File: src/rtl/fsync_serial_pkg.sv
package fsync_serial_pkg;

    typedef enum logic {
        FRAME_SHORT = 1'b0,
        FRAME_LONG  = 1'b1
    } frame_sel_e;

    // frame length in master clocks for the selected mode
    function automatic int unsigned frame_clocks(input frame_sel_e sel,
                                                 input int unsigned short_len,
                                                 input int unsigned long_len);
        return (sel == FRAME_LONG) ? long_len : short_len;
    endfunction

endpackage

File: src/rtl/fsd_timebase.sv
module fsd_timebase
    import fsync_serial_pkg::*;
#(
    parameter int CNT_W     = 12,
    parameter int DIV_W     = 2,
    parameter int SHORT_LEN = 256,
    parameter int LONG_LEN  = 2560
) (
    input  logic             clk,
    input  logic             rst_n,
    input  logic [DIV_W-1:0] div_sel,
    input  logic             long_frame,
    output logic             bclk_reg,
    output logic             fsync,
    output logic             rise_evt,
    output logic             frame_first
);

    typedef struct packed {
        logic [CNT_W-1:0] fcnt;
        logic             bclk;
        logic             fsync;
    } tb_state_t;

    tb_state_t st_q, st_d;

    logic [CNT_W-1:0] ratio;
    logic [CNT_W-1:0] half;
    logic [CNT_W-1:0] len;
    logic [CNT_W-1:0] phase;

    always_comb begin
        ratio = CNT_W'(1) << div_sel;
        half  = ratio >> 1;
        len   = CNT_W'(frame_clocks(frame_sel_e'(long_frame), SHORT_LEN, LONG_LEN));
        st_d  = st_q;

        // master-clock position inside the frame
        if (st_q.fcnt >= len - CNT_W'(1))
            st_d.fcnt = '0;
        else
            st_d.fcnt = st_q.fcnt + CNT_W'(1);

        phase = st_d.fcnt & (ratio - CNT_W'(1));

        // divided bit clock: high in the first half of each bit period
        st_d.bclk = (div_sel == '0) ? 1'b1 : (phase < half);

        // sync goes high one clock before the rising edge at fcnt==0,
        // then holds for the rest of one bit period
        if (st_d.fcnt == len - CNT_W'(1))
            st_d.fsync = 1'b1;
        else
            st_d.fsync = st_q.fsync && (st_d.fcnt < ratio - CNT_W'(1));

        rise_evt    = (phase == '0);
        frame_first = (st_d.fcnt == '0);
    end

    always_ff @(posedge clk) begin
        if (!rst_n) begin
            st_q.fcnt  <= '0;
            st_q.bclk  <= 1'b1;
            st_q.fsync <= 1'b0;
        end else begin
            st_q <= st_d;
        end
    end

    assign bclk_reg = st_q.bclk;
    assign fsync    = st_q.fsync;

endmodule

File: src/rtl/fsd_cfg_guard.sv
module fsd_cfg_guard
    import fsync_serial_pkg::*;
#(
    parameter int CNT_W     = 12,
    parameter int DIV_W     = 2,
    parameter int CH_W      = 3,
    parameter int WORD_W    = 24,
    parameter int SHORT_LEN = 256,
    parameter int LONG_LEN  = 2560
) (
    input  logic             clk,
    input  logic             rst_n,
    input  logic [DIV_W-1:0] div_sel,
    input  logic             long_frame,
    input  logic [CH_W-1:0]  nchan_m1,
    output logic             cfg_err
);

    logic             err_d, err_q;
    logic [CNT_W:0]   need_bits;
    logic [CNT_W:0]   avail_bits;

    always_comb begin
        need_bits  = (CNT_W+1)'((32'(nchan_m1) + 32'd1) * 32'(WORD_W));
        avail_bits = (CNT_W+1)'(frame_clocks(frame_sel_e'(long_frame), SHORT_LEN, LONG_LEN)) >> div_sel;
        err_d      = (need_bits > avail_bits);
    end

    always_ff @(posedge clk) begin
        if (!rst_n) err_q <= 1'b0;
        else        err_q <= err_d;
    end

    assign cfg_err = err_q;

endmodule

File: src/rtl/fsd_slot_seq.sv
module fsd_slot_seq #(
    parameter int WORD_W = 24,
    parameter int CH_W   = 3,
    parameter int BIT_W  = 5
) (
    input  logic             clk,
    input  logic             rst_n,
    input  logic             rise_evt,
    input  logic             frame_first,
    input  logic             cfg_err,
    input  logic [CH_W-1:0]  nchan_m1,
    output logic             slot_go,
    output logic [BIT_W-1:0] slot_bit,
    output logic [CH_W-1:0]  slot_chan
);

    typedef struct packed {
        logic             active;
        logic [BIT_W-1:0] bitn;
        logic [CH_W-1:0]  chan;
    } seq_state_t;

    seq_state_t sq_q, sq_d;

    logic             cur_active;
    logic [BIT_W-1:0] cur_bit;
    logic [CH_W-1:0]  cur_chan;

    always_comb begin
        // a frame start re-arms the sequence from word 0, bit 23
        cur_active = frame_first ? !cfg_err : sq_q.active;
        cur_bit    = frame_first ? '0 : sq_q.bitn;
        cur_chan   = frame_first ? '0 : sq_q.chan;

        slot_go   = rise_evt && cur_active;
        slot_bit  = cur_bit;
        slot_chan = cur_chan;

        sq_d = sq_q;
        if (rise_evt) begin
            sq_d.active = cur_active;
            sq_d.bitn   = cur_bit;
            sq_d.chan   = cur_chan;
            if (cur_active) begin
                if (cur_bit == BIT_W'(WORD_W - 1)) begin
                    sq_d.bitn = '0;
                    if (cur_chan == nchan_m1)
                        sq_d.active = 1'b0;
                    else
                        sq_d.chan = cur_chan + CH_W'(1);
                end else begin
                    sq_d.bitn = cur_bit + BIT_W'(1);
                end
            end
        end
    end

    always_ff @(posedge clk) begin
        if (!rst_n) begin
            sq_q.active <= 1'b0;
            sq_q.bitn   <= '0;
            sq_q.chan   <= '0;
        end else begin
            sq_q <= sq_d;
        end
    end

endmodule

File: src/rtl/fsd_rx.sv
module fsd_rx #(
    parameter int WORD_W = 24,
    parameter int CH_W   = 3,
    parameter int BIT_W  = 5
) (
    input  logic              clk,
    input  logic              rst_n,
    input  logic              slot_go,
    input  logic [BIT_W-1:0]  slot_bit,
    input  logic [CH_W-1:0]   slot_chan,
    input  logic              sdi,
    output logic [WORD_W-1:0] word_data,
    output logic [CH_W-1:0]   word_chan,
    output logic              word_valid
);

    typedef struct packed {
        logic [WORD_W-1:0] shreg;
        logic [WORD_W-1:0] data;
        logic [CH_W-1:0]   chan;
        logic              valid;
    } rx_state_t;

    rx_state_t rx_q, rx_d;

    always_comb begin
        rx_d       = rx_q;
        rx_d.valid = 1'b0;
        if (slot_go) begin
            rx_d.shreg = {rx_q.shreg[WORD_W-2:0], sdi};
            if (slot_bit == BIT_W'(WORD_W - 1)) begin
                rx_d.data  = {rx_q.shreg[WORD_W-2:0], sdi};
                rx_d.chan  = slot_chan;
                rx_d.valid = 1'b1;
            end
        end
    end

    always_ff @(posedge clk) begin
        if (!rst_n) begin
            rx_q.shreg <= '0;
            rx_q.data  <= '0;
            rx_q.chan  <= '0;
            rx_q.valid <= 1'b0;
        end else begin
            rx_q <= rx_d;
        end
    end

    assign word_data  = rx_q.data;
    assign word_chan  = rx_q.chan;
    assign word_valid = rx_q.valid;

endmodule

File: src/rtl/fsd_tx.sv
module fsd_tx #(
    parameter int WORD_W = 24,
    parameter int BIT_W  = 5
) (
    input  logic              clk,
    input  logic              rst_n,
    input  logic              rise_evt,
    input  logic              slot_go,
    input  logic [BIT_W-1:0]  slot_bit,
    input  logic [WORD_W-1:0] tx_word,
    output logic              sdo
);

    typedef struct packed {
        logic [WORD_W-1:0] shreg;
        logic              sdo;
    } tx_state_t;

    tx_state_t tx_q, tx_d;

    always_comb begin
        tx_d = tx_q;
        if (rise_evt) begin
            if (slot_go) begin
                if (slot_bit == '0) begin
                    tx_d.sdo   = tx_word[WORD_W-1];
                    tx_d.shreg = {tx_word[WORD_W-2:0], 1'b0};
                end else begin
                    tx_d.sdo   = tx_q.shreg[WORD_W-1];
                    tx_d.shreg = {tx_q.shreg[WORD_W-2:0], 1'b0};
                end
            end else begin
                tx_d.sdo = 1'b0;
            end
        end
    end

    always_ff @(posedge clk) begin
        if (!rst_n) begin
            tx_q.shreg <= '0;
            tx_q.sdo   <= 1'b0;
        end else begin
            tx_q <= tx_d;
        end
    end

    assign sdo = tx_q.sdo;

endmodule

File: src/rtl/fsync_serial_master.sv
module fsync_serial_master #(
    parameter int WORD_W    = 24,
    parameter int MAX_CH    = 8,
    parameter int SHORT_LEN = 256,
    parameter int LONG_LEN  = 2560,
    parameter int DIV_W     = 2,
    parameter bit HAS_TX    = 1'b1,
    parameter int CH_W      = $clog2(MAX_CH)
) (
    input  logic              clk,
    input  logic              rst_n,
    input  logic [DIV_W-1:0]  div_sel,
    input  logic              long_frame,
    input  logic [CH_W-1:0]   nchan_m1,
    input  logic              sdi,
    input  logic [WORD_W-1:0] tx_word,
    output logic              bclk,
    output logic              fsync,
    output logic              sdo,
    output logic [WORD_W-1:0] word_data,
    output logic [CH_W-1:0]   word_chan,
    output logic              word_valid,
    output logic              cfg_err
);

    localparam int CNT_W = $clog2(LONG_LEN + 1);
    localparam int BIT_W = $clog2(WORD_W);

    logic             bclk_reg;
    logic             rise_evt;
    logic             frame_first;
    logic             slot_go;
    logic [BIT_W-1:0] slot_bit;
    logic [CH_W-1:0]  slot_chan;

    fsd_timebase #(
        .CNT_W(CNT_W), .DIV_W(DIV_W),
        .SHORT_LEN(SHORT_LEN), .LONG_LEN(LONG_LEN)
    ) timebase_i (
        .clk(clk), .rst_n(rst_n), .div_sel(div_sel), .long_frame(long_frame),
        .bclk_reg(bclk_reg), .fsync(fsync),
        .rise_evt(rise_evt), .frame_first(frame_first)
    );

    // ratio 1: the bit clock is the master clock itself
    assign bclk = (div_sel == '0) ? clk : bclk_reg;

    fsd_cfg_guard #(
        .CNT_W(CNT_W), .DIV_W(DIV_W), .CH_W(CH_W), .WORD_W(WORD_W),
        .SHORT_LEN(SHORT_LEN), .LONG_LEN(LONG_LEN)
    ) guard_i (
        .clk(clk), .rst_n(rst_n), .div_sel(div_sel), .long_frame(long_frame),
        .nchan_m1(nchan_m1), .cfg_err(cfg_err)
    );

    fsd_slot_seq #(
        .WORD_W(WORD_W), .CH_W(CH_W), .BIT_W(BIT_W)
    ) seq_i (
        .clk(clk), .rst_n(rst_n), .rise_evt(rise_evt), .frame_first(frame_first),
        .cfg_err(cfg_err), .nchan_m1(nchan_m1),
        .slot_go(slot_go), .slot_bit(slot_bit), .slot_chan(slot_chan)
    );

    fsd_rx #(
        .WORD_W(WORD_W), .CH_W(CH_W), .BIT_W(BIT_W)
    ) rx_i (
        .clk(clk), .rst_n(rst_n), .slot_go(slot_go), .slot_bit(slot_bit),
        .slot_chan(slot_chan), .sdi(sdi),
        .word_data(word_data), .word_chan(word_chan), .word_valid(word_valid)
    );

    generate
        if (HAS_TX) begin : g_tx
            fsd_tx #(
                .WORD_W(WORD_W), .BIT_W(BIT_W)
            ) tx_i (
                .clk(clk), .rst_n(rst_n), .rise_evt(rise_evt), .slot_go(slot_go),
                .slot_bit(slot_bit), .tx_word(tx_word), .sdo(sdo)
            );
        end else begin : g_no_tx
            logic unused_tx;
            assign unused_tx = ^tx_word;
            assign sdo       = 1'b0;
        end
    endgenerate

endmodule

File: config.mk
export PLATFORM = sky130hd
export DESIGN_NAME = fsync_serial_master
export DESIGN_NICKNAME = d
export VERILOG_FILES = /design/src/rtl/fsync_serial_pkg.sv /design/src/rtl/fsd_timebase.sv /design/src/rtl/fsd_cfg_guard.sv /design/src/rtl/fsd_slot_seq.sv /design/src/rtl/fsd_rx.sv /design/src/rtl/fsd_tx.sv /design/src/rtl/fsync_serial_master.sv
export SDC_FILE = /design/constraint.sdc
export NUM_CORES = 1
export LEC_CHECK = 0
export BUFFER_PORTS_ARGS = -buffer_cell sky130_fd_sc_hd__buf_2
export CORE_MARGIN = 2
export CORE_UTILIZATION = 63
export DETAILED_ROUTE_END_ITERATION = 6
export PLACE_DENSITY = 0.85
export SYNTH_ARGS = -nofsm -noshare
export SYNTH_HDL_FRONTEND = slang
export SYNTH_SLANG_ARGS = --single-unit
File: constraint.sdc
create_clock -name clk -period 12.5 [get_ports clk]
set_input_delay 2.5 -clock clk [delete_from_list [all_inputs] [get_ports clk]]
set_output_delay 2.5 -clock clk [all_outputs]
set_load 0.03 [all_outputs]
==> qor.csv <==
metric,value,unit
status,completed,
synth_top_cell_area_share,0.363,
fin_hold_ws,0.482,ns
cp_slowest_cell,mux2_2,
max_stage_delay,0.26,ns
seq_power_share,0.485,
final_cell_area,5840,sq um
die_y,97.0,um
cts_resized,0,
setup-violations-final,0,
grt_pass1_wl,18900,um
synth-simple-area-share,0.159,
drtAntennaViolNets,0,
cp_common_cell,clkbuf_8,
dieArea,9410,sq um
grtUsageTotal,0.244,
fin_nets,694,
syn_area,5450,sq um
path_clk_slew,0.09,ns
yosys-top-cells-area,"dfxtp_1, mux2i_1, ha_1, buf_4, nand2_1",
async_flop_share,0,
insertion_delay,0.48,ns
synthToLayoutAreaGrowth,7.11,%
num_rows,33,
path_class,clk2out,
yosysUniqueCellTypes,59,
n_fill_cell,621,
arrival,6.92,ns
syn_inst,592,
core,8300,sq um
yosysTopAreaCell,dfxtp_1,
avgSynthCellArea,9.21,sq um
ir_drop,0.0785,mV
synth_top_family_by_area,simple AND/OR/NAND/NOR gates,
synth_commonest_cells,"dfxtp_1, mux2i_1, nand2_1, nor2_1, ha_1",
drt_iter0_drc,222,
yosysSeqAreaShare,0.363,
startpoint,clk,
synthXorXnorAreaFrac,0.0273,
port_buffers,64,
viasPerCell,5.85,
grt-ovfl-total,0,
ios,65,
tns,0,ns
routed_wirelength,11200,um
multiInputGateArea,3060,sq um
antenna_found_initial,0,
p_leak,0.00243,uW
synth_mux_area_frac,0.140,
ys.flop_type,dfxtp_1,
rsz0062_at_grt,false,
cts_tree,done,
crit_chain,"clkbuf_8, clkbuf_8, mux2_2, buf_2",
start_util,0.657,
vias,4267,
comb_power_share,0.142,
diodes,0,
worst_setup_path_end_kind,primary output,
final-seq-area,1980,sq um
routedWlPerCell,15.3,um
synth_edf_count,0,
p_per_area,118,nW/um^2
largest_reg_flops,24,
hold_buffers,0,
r2r_cells,13,
place_congestion,0.886,
clkPwrFrac,0.373,
worst-path-stages,4,
drv_cap,0,
die_w,97.0,um
synth-adder-area-share,0.0941,
hpwl,7850,um
worstReg2RegStart,timebase_i.st_q[2]$_SDFF_PN0_,
synth-compound-area-share,0.133,
final_max_slew_viol_count,0,
place_area,5590,sq um
finalHoldViolCount,0,
worst-path-max-fanout,2,
switching_share,0.271,
drcViolationCount,0,
skew,0.0101,ns
layout-drive-gt1-share,0.157,
placed_cells,711,
cp_top_family,buffers and inverters,
critPathRequiredTime,10.00,ns
critical_path.endpoint,bclk,
p_int,501,uW
rr_endpoint,rx_i.rx_q[48]$_SDFFE_PN0P_,
p_sw,186,uW
layoutNonFillerInstCount,729,
min_path_type,reg2reg,
grt_pass1_vias,4099,
relSlewSlack,0.326,
yosys_warnings,0,
cp_num_buf_inv,3,
cts_setup_buffers,0,
dr.pass1.iters,4,
rrSetupSlack,7.36,ns
worstSetupStartpointType,clock port,
tightest_slew,1.01,ns
grt_max_degree,44,
synth_most_common_cell,dfxtp_1,
synth-seq-cells,99,
-- cell type report --
class | count | area share
multi-input combinational | 421 | 0.523
sequential | 99 | 0.339
timing repair buffer | 67 | 0.0591
clock buffer | 14 | 0.0298
tap | 105 | 0.0225
clock inverter | 5 | 0.0146
inverter | 18 | 0.0116
-- per-layer routing --
metal,vias to the layer above,part of all wire,GRT usage
met5,-,0,0
met3,29,0.048,0.0715
met2,107,0.49,0.393
li1,2114,-,-
met1,2017,0.44,0.303
met4,0,0.022,0.108
-- cells in the final DEF (no fill, tap or decap), drive strengths merged, types with 2 or more instances in the layout --
master  count
a2111o      2
a211oi     23
a21o        5
a21oi      37
a31oi       2
and2        8
buf        68
bufinv      2
clkbuf     13
conb        8
dfxtp      99
ha         41
inv        20
mux2i      75
nand2      56
nand2b      6
nand3      18
nand4       5
nor2       49
nor3       14
nor3b       2
nor4        7
o211ai      2
o21a        5
o21ai       9
o311ai      2
o31a        2
o31ai       5
or3         3
xnor2      10
xor2        7
-- per-stage QoR --
stage                     setup slack [ns]  power [uW]   util
after floorplan                       3.42         418      -
after global placement                3.34         435  0.673
after detailed placement              3.34         441  0.673
after CTS                             3.08         691  0.704
after global routing                  3.08         718  0.704
final                                 3.08         688  0.704
-- power by group through the flow --
stage	logic (uW)	clock network [uW]	registers (uW)
6_report	97.7	257	333
5_1_grt	109	275	334
4_1_cts	97.1	261	333
3_5_place_dp	96.0	4.90	340
3_3_place_gp	90.7	4.90	340
2_1_floorplan	75.3	3.89	339
-- worst min-delay path by stage --
stage                                   startpoint                             end  slack, ns  cells after the start
finish              rx_i.word_chan[2]$_SDFFE_PN0P_  rx_i.word_chan[2]$_SDFFE_PN0P_       0.48                      2
floorplan               rx_i.rx_q[50]$_SDFFE_PN0P_      rx_i.rx_q[50]$_SDFFE_PN0P_       0.44                      2
detailed placement  rx_i.word_chan[1]$_SDFFE_PN0P_  rx_i.word_chan[1]$_SDFFE_PN0P_       0.47                      2
global placement        g_tx.tx_i.sdo$_SDFFE_PN0N_      g_tx.tx_i.sdo$_SDFFE_PN0N_       0.46                      2
CTS                 rx_i.word_chan[1]$_SDFFE_PN0P_  rx_i.word_chan[1]$_SDFFE_PN0P_       0.49                      2
global route        rx_i.word_chan[1]$_SDFFE_PN0P_  rx_i.word_chan[1]$_SDFFE_PN0P_       0.50                      2
-- tightest hold or removal path, cell delays in order (launching register included) --
cell and delay (ns):
dfxtp_1 0.33, nand2b_1 0.07, a21oi_1 0.05
-- logic make-up (layout without fill, tap and decap cells) --
group / after synthesis / count (layout)
multiplexers: 76 / 76
buffers and inverters: 78 / 104
AO/OA/AOI/OAI: 103 / 103
XOR/XNOR: 17 / 17
flip-flops: 99 / 99
other: 2 / 8
adder cells (fa/ha/maj): 41 / 41
AND/OR/NAND/NOR: 176 / 176
No activity file was read; power rests on OpenSTA's default activity.
